File: config.mk
export PLATFORM = sky130hd
export DESIGN_NAME = dma_chan_seq
export DESIGN_NICKNAME = d
export VERILOG_FILES = /design/src/rtl/dma_seq_pkg.sv /design/src/rtl/dma_cfg_regs.sv /design/src/rtl/dma_req_gate.sv /design/src/rtl/dma_addr_step.sv /design/src/rtl/dma_chan_seq.sv
export SDC_FILE = /design/constraint.sdc
export NUM_CORES = 1
export LEC_CHECK = 0
export CAP_MARGIN = 20
export CORE_ASPECT_RATIO = 1.2
export CORE_UTILIZATION = 60
export DETAILED_ROUTE_END_ITERATION = 10
export MAX_ROUTING_LAYER = met4
export PLACE_DENSITY = 0.79
export REMOVE_ABC_BUFFERS = 1
export SYNTH_ARGS = -nofsm -noshare
export SYNTH_HDL_FRONTEND = slang
export SYNTH_HIERARCHICAL = 1
export SYNTH_SLANG_ARGS = --single-unit
File: constraint.sdc
create_clock -name clk -period 4.9 [get_ports clk]
set_input_delay 0.98 -clock clk [delete_from_list [all_inputs] [get_ports clk]]
set_output_delay 0.98 -clock clk [all_outputs]
set_load 0.01 [all_outputs]
File: src/rtl/dma_seq_pkg.sv
package dma_seq_pkg;

    typedef enum logic [1:0] {
        STEP_FIX = 2'd0,
        STEP_INC = 2'd1,
        STEP_DEC = 2'd2,
        STEP_OFF = 2'd3
    } step_e;

    typedef enum logic [1:0] {
        MODE_NORM = 2'd0,
        MODE_RPT  = 2'd1,
        MODE_BLK  = 2'd2,
        MODE_RSV  = 2'd3
    } mode_e;

    typedef enum logic [1:0] {
        ACT_AUTO    = 2'd0,
        ACT_VEC     = 2'd1,
        ACT_EXT     = 2'd2,
        ACT_EXT_ALT = 2'd3
    } act_e;

    typedef enum logic [2:0] {
        ST_OFF  = 3'd0,
        ST_WAIT = 3'd1,
        ST_RD   = 3'd2,
        ST_WR   = 3'd3,
        ST_ONE  = 3'd4
    } st_e;

    // control register layout, MSB first (bits 13..0)
    typedef struct packed {
        logic       en;        // 13
        logic       unlim;     // 12
        act_e       act;       // 11:10
        step_e      dst_step;  // 9:8
        step_e      src_step;  // 7:6
        logic       sdir;      // 5
        logic       single;    // 4
        mode_e      mode;      // 3:2
        logic [1:0] unit;      // 1:0
    } ctrl_t;

    localparam logic [2:0] REG_SRC  = 3'd0;
    localparam logic [2:0] REG_DST  = 3'd1;
    localparam logic [2:0] REG_BLK  = 3'd2;
    localparam logic [2:0] REG_TOT  = 3'd3;
    localparam logic [2:0] REG_CTRL = 3'd4;
    localparam logic [2:0] REG_OFF  = 3'd5;
    localparam logic [2:0] REG_VEC  = 3'd6;

endpackage

File: src/rtl/dma_cfg_regs.sv
module dma_cfg_regs
    import dma_seq_pkg::*;
#(
    parameter int AW = 32,
    parameter int CW = 32,
    parameter int BW = 16,
    parameter int VW = 8
) (
    input  logic          clk,
    input  logic          rst_n,
    input  logic          we_i,
    input  logic [2:0]    addr_i,
    input  logic [AW-1:0] wdata_i,
    input  logic          clr_en_i,
    output logic [AW-1:0] src_o,
    output logic [AW-1:0] dst_o,
    output logic [AW-1:0] off_o,
    output logic [CW-1:0] tot_o,
    output logic [BW-1:0] blk_o,
    output logic [VW-1:0] vec_o,
    output ctrl_t         ctrl_o,
    output logic          start_o
);

    localparam int CTW = $bits(ctrl_t);

    typedef struct packed {
        logic [AW-1:0] src;
        logic [AW-1:0] dst;
        logic [AW-1:0] off;
        logic [CW-1:0] tot;
        logic [BW-1:0] blk;
        logic [VW-1:0] vec;
        ctrl_t         ctrl;
    } regs_t;

    regs_t regs_d, regs_q;
    logic  ctrl_wr;

    always_comb begin
        regs_d  = regs_q;
        ctrl_wr = we_i && (addr_i == REG_CTRL);
        if (we_i) begin
            case (addr_i)
                REG_SRC:  regs_d.src  = wdata_i;
                REG_DST:  regs_d.dst  = wdata_i;
                REG_BLK:  regs_d.blk  = wdata_i[BW-1:0];
                REG_TOT:  regs_d.tot  = wdata_i[CW-1:0];
                REG_CTRL: regs_d.ctrl = ctrl_t'(wdata_i[CTW-1:0]);
                REG_OFF:  regs_d.off  = wdata_i;
                REG_VEC:  regs_d.vec  = wdata_i[VW-1:0];
                default:  regs_d      = regs_q;
            endcase
        end
        if (clr_en_i && !ctrl_wr) begin
            regs_d.ctrl.en = 1'b0;
        end
        start_o = ctrl_wr && wdata_i[CTW-1] && !regs_q.ctrl.en;
    end

    always_ff @(posedge clk or negedge rst_n) begin
        if (!rst_n) regs_q <= '0;
        else        regs_q <= regs_d;
    end

    assign src_o  = regs_q.src;
    assign dst_o  = regs_q.dst;
    assign off_o  = regs_q.off;
    assign tot_o  = regs_q.tot;
    assign blk_o  = regs_q.blk;
    assign vec_o  = regs_q.vec;
    assign ctrl_o = regs_q.ctrl;

endmodule

File: src/rtl/dma_req_gate.sv
module dma_req_gate
    import dma_seq_pkg::*;
#(
    parameter int VW = 8
) (
    input  logic          clk,
    input  logic          rst_n,
    input  logic          armed_i,
    input  logic          consume_i,
    input  act_e          act_i,
    input  logic [VW-1:0] vec_sel_i,
    input  logic          irq_valid_i,
    input  logic [VW-1:0] irq_vec_i,
    input  logic          ext_req_i,
    output logic          go_o
);

    logic pend_d, pend_q;
    logic vec_hit, ext_hit;

    always_comb begin
        vec_hit = (act_i == ACT_VEC) && irq_valid_i &&
                  (irq_vec_i == vec_sel_i) && (vec_sel_i != '0);
        ext_hit = ((act_i == ACT_EXT) || (act_i == ACT_EXT_ALT)) && ext_req_i;
        pend_d  = pend_q;
        if (!armed_i) begin
            pend_d = 1'b0;
        end else begin
            if (consume_i)          pend_d = 1'b0;
            if (vec_hit || ext_hit) pend_d = 1'b1;
        end
        go_o = (act_i == ACT_AUTO) || pend_q;
    end

    always_ff @(posedge clk or negedge rst_n) begin
        if (!rst_n) pend_q <= 1'b0;
        else        pend_q <= pend_d;
    end

    // a zero vector select can never arm a pending request
    p_vec_zero_r9: assert property (@(posedge clk) disable iff (!rst_n)
        (act_i == ACT_VEC && vec_sel_i == '0 && !pend_q) |=> !pend_q);

endmodule

File: src/rtl/dma_addr_step.sv
module dma_addr_step
    import dma_seq_pkg::*;
#(
    parameter int AW = 32
) (
    input  logic [AW-1:0] addr_i,
    input  step_e         step_i,
    input  logic [1:0]    unit_i,
    input  logic [AW-1:0] off_i,
    output logic [AW-1:0] next_o
);

    logic [AW-1:0] unit_bytes;

    always_comb begin
        case (unit_i)
            2'd0:    unit_bytes = AW'(1);
            2'd1:    unit_bytes = AW'(2);
            default: unit_bytes = AW'(4);
        endcase
        case (step_i)
            STEP_INC: next_o = addr_i + unit_bytes;
            STEP_DEC: next_o = addr_i - unit_bytes;
            STEP_OFF: next_o = addr_i + off_i;
            default:  next_o = addr_i;
        endcase
    end

endmodule

File: src/rtl/dma_chan_seq.sv
module dma_chan_seq
    import dma_seq_pkg::*;
#(
    parameter int AW = 32,
    parameter int DW = 32,
    parameter int CW = 32,
    parameter int BW = 16,
    parameter int VW = 8
) (
    input  logic          clk,
    input  logic          rst_n,
    input  logic          cfg_we,
    input  logic [2:0]    cfg_addr,
    input  logic [AW-1:0] cfg_wdata,
    input  logic          irq_valid,
    input  logic [VW-1:0] irq_vec,
    input  logic          ext_req,
    output logic          bus_req,
    output logic          bus_we,
    output logic [AW-1:0] bus_addr,
    output logic [1:0]    bus_size,
    output logic [DW-1:0] bus_wdata,
    input  logic [DW-1:0] bus_rdata,
    input  logic          bus_ack,
    output logic          dack,
    output logic          done_irq,
    output logic          active
);

    localparam int NSIDE = 2;
    localparam logic [CW:0] TOT_ONE = (CW+1)'(1);
    localparam logic [CW:0] TOT_MAX = {1'b1, {CW{1'b0}}};
    localparam logic [BW:0] BLK_ONE = (BW+1)'(1);
    localparam logic [BW:0] BLK_MAX = {1'b1, {BW{1'b0}}};

    typedef struct packed {
        st_e           st;
        logic [AW-1:0] src;
        logic [AW-1:0] dst;
        logic [CW:0]   tot;
        logic [BW:0]   blk;
        logic [DW-1:0] data;
        logic          done;
    } seq_t;

    seq_t seq_d, seq_q;

    logic [AW-1:0] cfg_src, cfg_dst, cfg_off;
    logic [CW-1:0] cfg_tot;
    logic [BW-1:0] cfg_blk;
    logic [VW-1:0] cfg_vec;
    ctrl_t         ctrl;
    logic          start, clr_en, consume, go;
    logic [CW:0]   tot_load;
    logic [BW:0]   blk_load;
    logic          unit_end;

    logic [AW-1:0] side_cur  [NSIDE];
    logic [AW-1:0] side_next [NSIDE];
    step_e         side_step [NSIDE];

    dma_cfg_regs #(.AW(AW), .CW(CW), .BW(BW), .VW(VW)) u_cfg (
        .clk      (clk),
        .rst_n    (rst_n),
        .we_i     (cfg_we),
        .addr_i   (cfg_addr),
        .wdata_i  (cfg_wdata),
        .clr_en_i (clr_en),
        .src_o    (cfg_src),
        .dst_o    (cfg_dst),
        .off_o    (cfg_off),
        .tot_o    (cfg_tot),
        .blk_o    (cfg_blk),
        .vec_o    (cfg_vec),
        .ctrl_o   (ctrl),
        .start_o  (start)
    );

    dma_req_gate #(.VW(VW)) u_gate (
        .clk         (clk),
        .rst_n       (rst_n),
        .armed_i     (seq_q.st != ST_OFF),
        .consume_i   (consume),
        .act_i       (ctrl.act),
        .vec_sel_i   (cfg_vec),
        .irq_valid_i (irq_valid),
        .irq_vec_i   (irq_vec),
        .ext_req_i   (ext_req),
        .go_o        (go)
    );

    assign side_cur[0]  = seq_q.src;
    assign side_cur[1]  = seq_q.dst;
    assign side_step[0] = ctrl.src_step;
    assign side_step[1] = ctrl.dst_step;

    for (genvar g = 0; g < NSIDE; g++) begin : g_side
        dma_addr_step #(.AW(AW)) u_step (
            .addr_i (side_cur[g]),
            .step_i (side_step[g]),
            .unit_i (ctrl.unit),
            .off_i  (cfg_off),
            .next_o (side_next[g])
        );
    end

    assign tot_load = (cfg_tot == '0) ? TOT_MAX : {1'b0, cfg_tot};
    assign blk_load = (cfg_blk == '0) ? BLK_MAX : {1'b0, cfg_blk};

    always_comb begin
        seq_d      = seq_q;
        seq_d.done = 1'b0;
        consume    = 1'b0;
        clr_en     = 1'b0;
        unit_end   = 1'b0;

        case (seq_q.st)
            ST_OFF: begin
                if (start) begin
                    seq_d.st  = ST_WAIT;
                    seq_d.src = cfg_src;
                    seq_d.dst = cfg_dst;
                    seq_d.tot = tot_load;
                    seq_d.blk = blk_load;
                end
            end
            ST_WAIT: begin
                if (!ctrl.en) begin
                    seq_d.st = ST_OFF;
                end else if (go) begin
                    consume  = 1'b1;
                    seq_d.st = ctrl.single ? ST_ONE : ST_RD;
                end
            end
            ST_RD: begin
                if (bus_ack) begin
                    seq_d.data = bus_rdata;
                    seq_d.st   = ST_WR;
                end
            end
            ST_WR:   unit_end = bus_ack;
            ST_ONE:  unit_end = bus_ack;
            default: seq_d.st = ST_OFF;
        endcase

        if (unit_end) begin
            seq_d.src = side_next[0];
            seq_d.dst = side_next[1];
            seq_d.blk = seq_q.blk - BLK_ONE;
            if (!ctrl.unlim) begin
                seq_d.tot = seq_q.tot - TOT_ONE;
            end
            if (seq_q.blk == BLK_ONE) begin
                seq_d.blk = blk_load;
            end
            if (!ctrl.unlim && seq_q.tot == TOT_ONE) begin
                seq_d.done = 1'b1;
                clr_en     = 1'b1;
                seq_d.st   = ST_OFF;
            end else if (!ctrl.en) begin
                seq_d.st = ST_OFF;
            end else begin
                seq_d.st = ST_WAIT;
                case (ctrl.mode)
                    MODE_RPT: begin
                        if (seq_q.blk == BLK_ONE) begin
                            seq_d.src = cfg_src;
                            seq_d.dst = cfg_dst;
                        end
                    end
                    MODE_BLK: begin
                        if (seq_q.blk != BLK_ONE) begin
                            seq_d.st = ctrl.single ? ST_ONE : ST_RD;
                        end
                    end
                    default: seq_d.st = ST_WAIT;
                endcase
            end
        end
    end

    always_ff @(posedge clk or negedge rst_n) begin
        if (!rst_n) seq_q <= '0;
        else        seq_q <= seq_d;
    end

    always_comb begin
        bus_req   = (seq_q.st == ST_RD) || (seq_q.st == ST_WR) || (seq_q.st == ST_ONE);
        bus_we    = (seq_q.st == ST_WR) || ((seq_q.st == ST_ONE) && !ctrl.sdir);
        bus_addr  = seq_q.src;
        if (seq_q.st == ST_WR || (seq_q.st == ST_ONE && !ctrl.sdir)) begin
            bus_addr = seq_q.dst;
        end
        bus_size  = ctrl.unit;
        bus_wdata = seq_q.data;
        dack      = (seq_q.st == ST_ONE);
        done_irq  = seq_q.done;
        active    = (seq_q.st != ST_OFF);
    end

    // a raised request waits, unchanged, for its acknowledge
    p_req_hold_r12: assert property (@(posedge clk) disable iff (!rst_n)
        (bus_req && !bus_ack) |=> (bus_req && $stable(bus_addr) && $stable(bus_we)));

    // an acknowledged dual-address read is followed by the write
    p_rd_then_wr_r2: assert property (@(posedge clk) disable iff (!rst_n)
        (bus_req && !bus_we && !dack && bus_ack) |=> (bus_req && bus_we && !dack));

    // the done pulse lasts one cycle and leaves the channel stopped
    p_done_pulse_r4: assert property (@(posedge clk) disable iff (!rst_n)
        done_irq |=> (!done_irq && !active));

    // the device strobe belongs only to single-address channels
    p_dack_single_r11: assert property (@(posedge clk) disable iff (!rst_n)
        dack |-> (ctrl.single && bus_req));

    // the inner counter never rests at zero while running
    p_blk_live_r7: assert property (@(posedge clk) disable iff (!rst_n)
        active |-> (seq_q.blk != '0));

endmodule

After elaboration in Yosys (flattened, before gate mapping)
Index checks and enable logic that the tools add are counted.
{ "word_totals": {"reg_bits": 317, "inputBits": 81, "out_inout_bits": 71, "elab_cells": 142} }
{ "classes": {"add_sub_neg": 8, "n_eq_ne": 31, "muxes": 36, "reduce_logical": 44} }
{ "ops": {"columns": ["operator", "n"], "rows": [
  ["two-way mux 64 bit", 4],
  ["two-way mux 117 bit", 2],
  ["one-hot mux 32 bit (3 select lines)", 2],
  ["two-way mux 114 bit", 1],
  ["adder 32 bit", 3],
  ["two-way mux 33 bit", 2],
  ["two-way mux 17 bit", 2],
  ["== test 33 x 1 -> 1 bit (second input constant)", 1],
  ["subtractor 33 x 1 -> 33 bit (second input constant)", 1],
  ["adder 32 x 3 -> 32 bit", 1],
  ["zero test 32 bit", 1],
  ["two-way mux 32 bit", 1],
  ["subtractor 32 x 3 -> 32 bit", 1],
  ["subtractor 32 bit", 1],
  ["two-way mux 14 bit", 2],
  ["two-way mux 3 bit", 8],
  ["AND reduction 2 bit", 10],
  ["== test 17 x 1 -> 1 bit (second input constant)", 1],
  ["!= test 17 x 1 -> 1 bit (second input constant)", 1],
  ["subtractor 17 x 1 -> 17 bit (second input constant)", 1],
  ["zero test 16 bit", 1],
  ["== test 2 bit (second input constant)", 7],
  ["== test 3 x 2 -> 1 bit (second input constant)", 4],
  ["== test 3 bit (second input constant)", 4],
  ["19 further kinds", 57]
]} }

Depth between registers and ports, before layout
Gate-level depths: netlist of the first run.
{ "depth": {"word_depth": 9, "mapped_depth": 19, "ltp_nobuf": 18} }

Cells and area by module
The synthesis of the first run kept the hierarchy.
{ "by_module_without_submodules": {"columns": ["mod", "instances", "cells_each", "area_per_inst_um2", "seq_area_each_um2"], "rows": [
  ["dma_chan_seq", 1, 1151, 10132.2, 3753.6],
  ["dma_cfg_regs", 1, 362, 6248.5, 4154.0],
  ["dma_addr_step", 2, 365, 2373.5, 0.0],
  ["dma_req_gate", 1, 20, 175.2, 25.0]
]} }

Worst setup path before layout of the first run
No wires, ideal clock.
{ "synth_path": {"path_type": "flip-flop to flip-flop", "start": "register u_cfg.regs_q[7], in the netlist u_cfg/ctrl_o[7]", "end": "register seq_q[145] (netlist bit)", "setup_ps": 124, "arrival_ps": 3296, "t_required_ps": 4776, "path_slack_ps": 1480, "stages_incl_launch_ff": 19, "n_path_buf": 1, "period_less_slack_ps": 3420, "path_cell_list": "dfrtp_1 > clkbuf_1 > and2_1 > o31ai_1 > ha_1 > inv_1 > fa_1 > nor2b_1 > o31a_2 > o31a_2 > o2111ai_1 > a211o_1 > a21oi_1 > mux2i_1 > nor2_1 > inv_1 > a211o_1 > o311ai_2 > or2_1"} }
{ "synth_rtl": {"columns": ["item", "line", "rtl"], "rows": [
  ["from (decl)", "dma_cfg_regs.sv:37", "regs_t regs_d, regs_q;"],
  ["from (signal assigned)", "dma_cfg_regs.sv:63", "else regs_q <= regs_d;"],
  ["to (signal assigned)", "dma_chan_seq.sv:184", "else seq_q <= seq_d;"],
  ["to (decl)", "dma_chan_seq.sv:46", "seq_t seq_d, seq_q;"]
]} }

Worst setup path after layout of the first run
{ "layout_path": {"start": "register seq_q[147] (netlist bit)", "end": "output bus_addr[17]"} }
{ "layout_between": {"elab_chain_len": 4, "elab_cells_between_ends": 5, "classes_between": "eq/ne (2); mux (1); reduce/logical (2)"} }
{ "layout_lines": {"columns": ["item", "line", "rtl"], "rows": [
  ["== test 3 bit", "dma_chan_seq.sv:191", "if (seq_q.st == ST_WR || (seq_q.st == ST_ONE && !ctrl.sdir)) begin"],
  ["logical AND 1 bit", "dma_chan_seq.sv:191", null],
  ["logical OR 1 bit *", "dma_chan_seq.sv:191", null],
  ["two-way mux 32 bit *", "dma_chan_seq.sv:191", null],
  ["to (decl)", "dma_chan_seq.sv:20", "output logic [AW-1:0] bus_addr,"]
]} }
Every way passes the cells marked *; elsewhere a longest branch is shown, timed or not.

==> results of run 1 <==
-- metal layers --
| layer | global-route usage (%) | vias up | wire (um) |
|---|---|---|---|
| li1 | - | 8508 | - |
| met1 | 46.56 | 9309 | 26250 |
| met2 | 60.44 | 880 | 31440 |
| met3 | 5.062 | 196 | 4382 |
| met4 | 19.33 | 0 | 3561 |
| met5 | - | - | 0 |
-- logic make-up after synthesis --
logic type | Yosys count
xor+xnor | 54
mux | 236
fa+ha+maj | 68
buf+inv | 294
compound gates | 643
simple gates | 651
flops | 317
-- per-stage QoR --
step	util [%]	instances	power [mW]
detailed placement	65.04	2717	10.30
global route	68.65	2783	14.13
global placement	65.04	2717	10.14
CTS	68.65	2783	13.25
floorplan	-	2066	8.190
finish	68.66	2784	13.30
-- state kept, by name, indices dropped and copies added, names as in the netlist --
signal	flops
u_gate/pend_q	1
u_cfg/ctrl_o	14
u_cfg/src_o	32
seq_q	117
u_cfg/blk_o	16
u_cfg/vec_o	8
u_cfg/dst_o	32
u_cfg/off_o	32
bus_wdata	32
u_cfg/tot_o	32
done_irq	1
-- power breakdown --
| part | leakage [nW] | switching [mW] | internal (mW) |
|---|---|---|---|
| Sequential | 3.94 | 0.992 | 3.47 |
| Clock | 0.606 | 1.15 | 1.73 |
| Combinational | 5.82 | 3.30 | 2.66 |
-- area by class of cell --
cell class	count	area, um^2	area share [%]
flip-flops and latches	317	7933	33.01
diodes	1	2.502	0.01041
clock inverters	16	207.7	0.8642
repair buffers	189	1889	7.861
inverters	97	364.1	1.515
clock buffers	50	1056	4.394
multi-input cells	1652	12000	49.94
well taps	462	578.1	2.405
-- worst max-delay path, cell delays in order, from the launching register on --
cell and delay (ns):
dfrtp_1 0.67, nor2_1 0.22, nand2_1 0.20, nor2_1 0.10, nor2_4 0.60, buf_12 0.25
mux2_2 0.38, clkdlybuf4s50_1 0.49
-- cell usage after synthesis, types with 22 or more instances --
cell type and number:
mux2_2 196, a21o_1 25, a2bb2oi_1 61, nor3_1 23
mux2_1 36, xnor2_1 33, a221oi_1 63, and3_1 22
nand4_1 85, o21a_1 73, nand2_1 171, nand3_1 36
a211oi_1 80, inv_1 96, buf_2 43, nor4_1 32
a21oi_1 120, clkbuf_1 78, dfrtp_1 317, ha_1 66
buf_4 49, o21ai_0 84, nor2_1 180
-- worst min path at each step --
stage	start	end	slack [ns]	depth (start not counted)
2_1_floorplan	seq_q[78]	seq_q[78]	0.46	1
3_3_place_gp	u_cfg/dst_o[5]	seq_q[88]	0.49	2
3_5_place_dp	u_cfg/dst_o[3]	seq_q[86]	0.50	2
4_1_cts	bus_wdata[16]	bus_wdata[16]	0.51	1
5_1_grt	bus_wdata[20]	bus_wdata[20]	0.51	1
6_report	bus_wdata[5]	bus_wdata[5]	0.51	1
-- placed cells by master, fill, tap and decap left out, types with 21 or more instances in the layout --
cell type	Yosys	final
inv_1	96	96
and3_1	22	22
xor2_1	21	21
o21a_1	73	72
a21oi_1	120	120
nand3_1	36	36
nand2_1	171	171
buf_4	49	31
clkbuf_16	0	38
nor3_1	23	23
clkdlybuf4s50_1	0	150
dfrtp_1	317	317
xnor2_1	33	33
mux2_2	196	196
a2bb2oi_1	61	61
o21ai_0	84	84
mux2_1	36	36
ha_1	66	66
a211oi_1	80	80
nor4_1	32	32
nand4_1	85	85
a21o_1	25	25
a221oi_1	63	63
nor2_1	180	179
==> flow_summary.ini, run 1 <==
[setup_path]
cp-startpoint = seq_q[147]
arrival_ns = 3.46
critPathLaunchType = register
worstRegToRegCells = 17
worstReg2RegEnd = seq_q[101]
ff2ff_setup_slack_ns = 0.87
r2r-start = u_cfg/ctrl_o[9]
cp-end-kind = primary output
crit_path_end = bus_addr[17]
path_class = register to primary output
crit_required_ns = 3.92
path_max_fanout = 18

[floorplan]
dieWidth_um = 174.0
die_y_um = 208.4
rows = 75
dieArea_mm2 = 0.03627
start_util_pct = 60.86
core-area_mm2 = 0.03500
io_pins = 152

[global_routing]
antenna_found_initial = 1
grt_pass1_wl_mm = 104.3
grtUsageTotal_pct = 37.68
grt-ovfl-total = 0
grt_max_degree = 130
grt_pass1_vias = 18680

[timing]
fmax_ghz = 0.2252
holdWs_ns = 0.5059
final_hold_viol_count = 0
period_share_pct = 90.63
slew_headroom_pct = 30.33
rsz0062_at_grt = no
worstMarginPinSlew_ns = 1.045
drv_slew = 0
setup_ws_ns = 0.4591
period_needed_ns = 4.441
setup_viol = 0
tns_ns = 0
finClkSkew_ns = 0.01857

[yosys]
syn_area_mm2 = 0.02130
synth_top_family_by_area = compound AO/OA/AOI/OAI gates
avgSynthCellArea_um2 = 9.414
synth_top_area_cell = dfrtp_1
yosys.area_share.simple_pct = 15.63
yosysTopAreaCellShare_pct = 37.24
async_flop_share_pct = 100.0
synth_compound_area_share_pct = 21.55
synthAdderAreaFrac_pct = 4.064
synth.area.top_cells = dfrtp_1, mux2_2, ha_1
ys_seq_area_share_pct = 37.24
ys_ff_latch = 317
synth_edf_count = 0
synthXorXnorAreaFrac_pct = 2.220
synthMuxAreaShare_pct = 12.45
synth_ff_type = dfrtp_1
yosys_warnings = 6
syn_inst = 2263
synth.distinct_cells = 92

[route]
drt-vias-per-instance = 6.786
finalWirelength_mm = 65.63
post-route-drc-count = 0
vias = 18890
ant_nets = 0
drtIter0Drc = 1833
first_pass_iters = 7
wl_per_cell_um = 23.58

[clock_tree]
clk_latency_ns = 0.54
cts.sinks = 317
clockBufferDepth = 3
cts-buffers-inserted = 36
cts_htree_levels = 2
clk_pin_slew_ns = 0.06
cts_setup_buffers = 0
cts_tree = done
root_buffer = clkbuf_16
ctsHoldBuffers = 0
cts_resized = 0

[layout]
finalInstanceArea_mm2 = 0.02403
n_fill_cell = 2729
syn2layout_area_growth_pct = 12.82
drive_gt1_share_pct = 14.82
fin_nets = 2442

[power]
p_leak_nw = 10.37
peakVddDrop_mv = 0.4666
power_density_mw_per_mm2 = 553.6

[job]
drv_cap = 0

[placed_design]
dp_worst_setup_slack_ns = 0.7654
io_buffers = 151
dp_hpwl_mm = 44.79
post_dp_cell_area_mm2 = 0.02277
gp_congestion = 0.9914

[worst_hold_path]
hold_class = register to register

[outcome]
outcome = finished, final reports clean
(Power assumes the default switching activity.)
==> inputs of run 2 (changes only) <==
--- a/config.mk
+++ b/config.mk
@@ -7,10 +7,10 @@
 export LEC_CHECK = 0
 export CAP_MARGIN = 20
 export CORE_ASPECT_RATIO = 1.2
-export CORE_UTILIZATION = 60
+export CORE_UTILIZATION = 55
 export DETAILED_ROUTE_END_ITERATION = 10
 export MAX_ROUTING_LAYER = met4
-export PLACE_DENSITY = 0.79
+export PLACE_DENSITY = 0.73
 export REMOVE_ABC_BUFFERS = 1
 export SYNTH_ARGS = -nofsm -noshare
 export SYNTH_HDL_FRONTEND = slang
==> constraint.sdc (replaced) <==
create_clock -name clk -period 4.9 [get_ports clk]
set_input_delay 0.735 -clock clk [delete_from_list [all_inputs] [get_ports clk]]
set_output_delay 0.735 -clock clk [all_outputs]
set_load 0.01 [all_outputs]
==> run 2 against run 1 <==
  * Critical path depth shrank 2
  * Utilization shrank 5.5 points
  * Die area grew 9.0%
  * Via count shrank 1.3%
  * First-iteration DRC count shrank 16%
  * Clock skew shrank 0.0061 ns
  * Combinational power is essentially flat
  * Setup slack gained 0.48 ns
  * Fmax grew 12%
  * Clock power shrank 2%
  * Sequential power is essentially flat
  * Largest power group unchanged
  * Highest routed layer unchanged
==> flow_summary.ini, run 2 (same netlist as run 1, synthesis figures left out) <==
[outcome]
outcome = finished, final reports clean

[route]
finalWirelength_mm = 65.67
drt-vias-per-instance = 6.663
vias = 18650
ant_nets = 0
top_layer = met4
wl_per_cell_um = 23.46
wl_met1_mm = 27.11
drtIter0Drc = 1539
routed-wl-met3_mm = 4.173
first_pass_iters = 5
dr_wl_met2_mm = 31.87
post-route-drc-count = 0

[layout]
multiInputGateArea_mm2 = 0.01200
n_fill_cell = 3150
drive_gt1_share_pct = 14.59
fin_nets = 2440
utilization_pct = 63.18
largest_reg_flops = 117
layout_common_cells = dfrtp_1, mux2_2, nor2_1
final_common_cell = dfrtp_1
top_register = seq_q
seq_area_mm2 = 0.007933
syn2layout_area_growth_pct = 12.59

[timing]
slew_headroom_pct = 29.75
worstMarginPinSlew_ns = 1.054
final_hold_viol_count = 0
finClkSkew_ns = 0.01243
fmax_ghz = 0.2527
setup_viol = 0
period_share_pct = 80.77
period_needed_ns = 3.958
drv_slew = 0
rsz0062_at_grt = no

[floorplan]
dieArea_mm2 = 0.03953
rows = 78
start_util_pct = 56.11
die_y_um = 217.6
dieWidth_um = 181.7
io_pins = 152
core-area_mm2 = 0.03796

[clock_tree]
clockBufferDepth = 3
cts-buffers-inserted = 37
cts_tree = done
cts_resized = 0
root_buffer = clkbuf_16
cts_setup_buffers = 0
ctsHoldBuffers = 0
cts_htree_levels = 2
clk_pin_slew_ns = 0.06
clk_latency_ns = 0.53
cts.sinks = 317

[global_routing]
grt_max_degree = 133
grt_pass1_wl_mm = 105.2
grtUsageTotal_pct = 34.68
grt-ovfl-total = 0
grt_pass1_vias = 18710
antenna_found_initial = 2

[worst_hold_path]
hold_class = input pin to async pin

[power]
power_density_mw_per_mm2 = 551.1
peakVddDrop_mv = 0.3692
p_leak_nw = 10.34
power.total_mw = 13.22

[setup_path]
cpPeakStageDelay_ns = 0.70
critPathLaunchType = register
cp-end-kind = primary output
slowest_stage = dfrtp_1
path_class = register to primary output
path_max_fanout = 33
arrival_ns = 3.22
path_cells = and3b_1, nor2_4, buf_4, mux2_2, clkdlybuf4s50_1
crit_required_ns = 4.16

[job]
drv_cap = 0

[placed_design]
dp_hpwl_mm = 44.86
io_buffers = 151
gp_congestion = 1.020
==> run 2: stage by stage <==
stage	std cells	worst slack, ns	hold slack [ns]	TNS, ns	area [um^2]
4_1_cts	2797	0.9358	0.2623	0	23980
5_1_grt	2799	0.6737	0.2905	0	23980
2_1_floorplan	2066	-5.638	0.4394	-473.89	20210
3_5_place_dp	2732	1.054	0.4943	0	22770
3_3_place_gp	2732	1.097	0.4878	0	22770
6_report	2799	0.9423	0.2419	0	23980
==> run 2: metal layers <==
metal | vias up | GRT usage [%]
li1 | 8512 | -
met1 | 9245 | 42.81
met2 | 732 | 57.37
met3 | 162 | 5.027
met4 | 0 | 13.76
met5 | - | -
==> run 2: final timing paths <==
| path | startpoint | endpoint | slack, ns | depth (start not counted) |
|---|---|---|---|---|
| max | seq_q[149] | bus_addr[16] | 0.94 | 5 |
| min reg2reg | bus_wdata[10] | bus_wdata[10] | 0.51 | 1 |
| max reg2reg | u_cfg/ctrl_o[8] | seq_q[102] | 0.97 | 15 |
| min | rst_n | seq_q[38] | 0.24 | 1 |
| min in group clk | bus_wdata[10] | bus_wdata[10] | 0.51 | 1 |
| max in group asynchronous | rst_n | seq_q[138] | 3.59 | 2 |
==> run 2: where the power goes <==
group / internal (mW) / switching, mW / leakage [nW] / total (mW)
Clock: 1.67 / 1.13 / 0.601 / 2.81
Sequential: 3.47 / 0.992 / 3.94 / 4.46
Combinational: 2.66 / 3.29 / 5.80 / 5.95
Total: 7.80 / 5.41 / 10.3 / 13.2
==> run 2: critical path, delay by kind of cell, from the launching register on <==
kind / cells / cell delay (ns)
buffers and inverters: 2 / 1.01
flip-flops: 1 / 0.70
multiplexers: 1 / 0.42
AND/OR/NAND/NOR: 2 / 0.53
==> run 2: final cells by class <==
| class | instances | area share, % |
|---|---|---|
| Inverter | 97 | 1.518 |
| Timing Repair Buffer | 186 | 7.783 |
| Tap cell | 480 | 2.504 |
| Antenna cell | 2 | 0.02087 |
| Clock inverter | 14 | 0.6312 |
| Clock buffer | 51 | 4.424 |
| Sequential cell | 317 | 33.07 |
| Multi-Input combinational cell | 1652 | 50.04 |
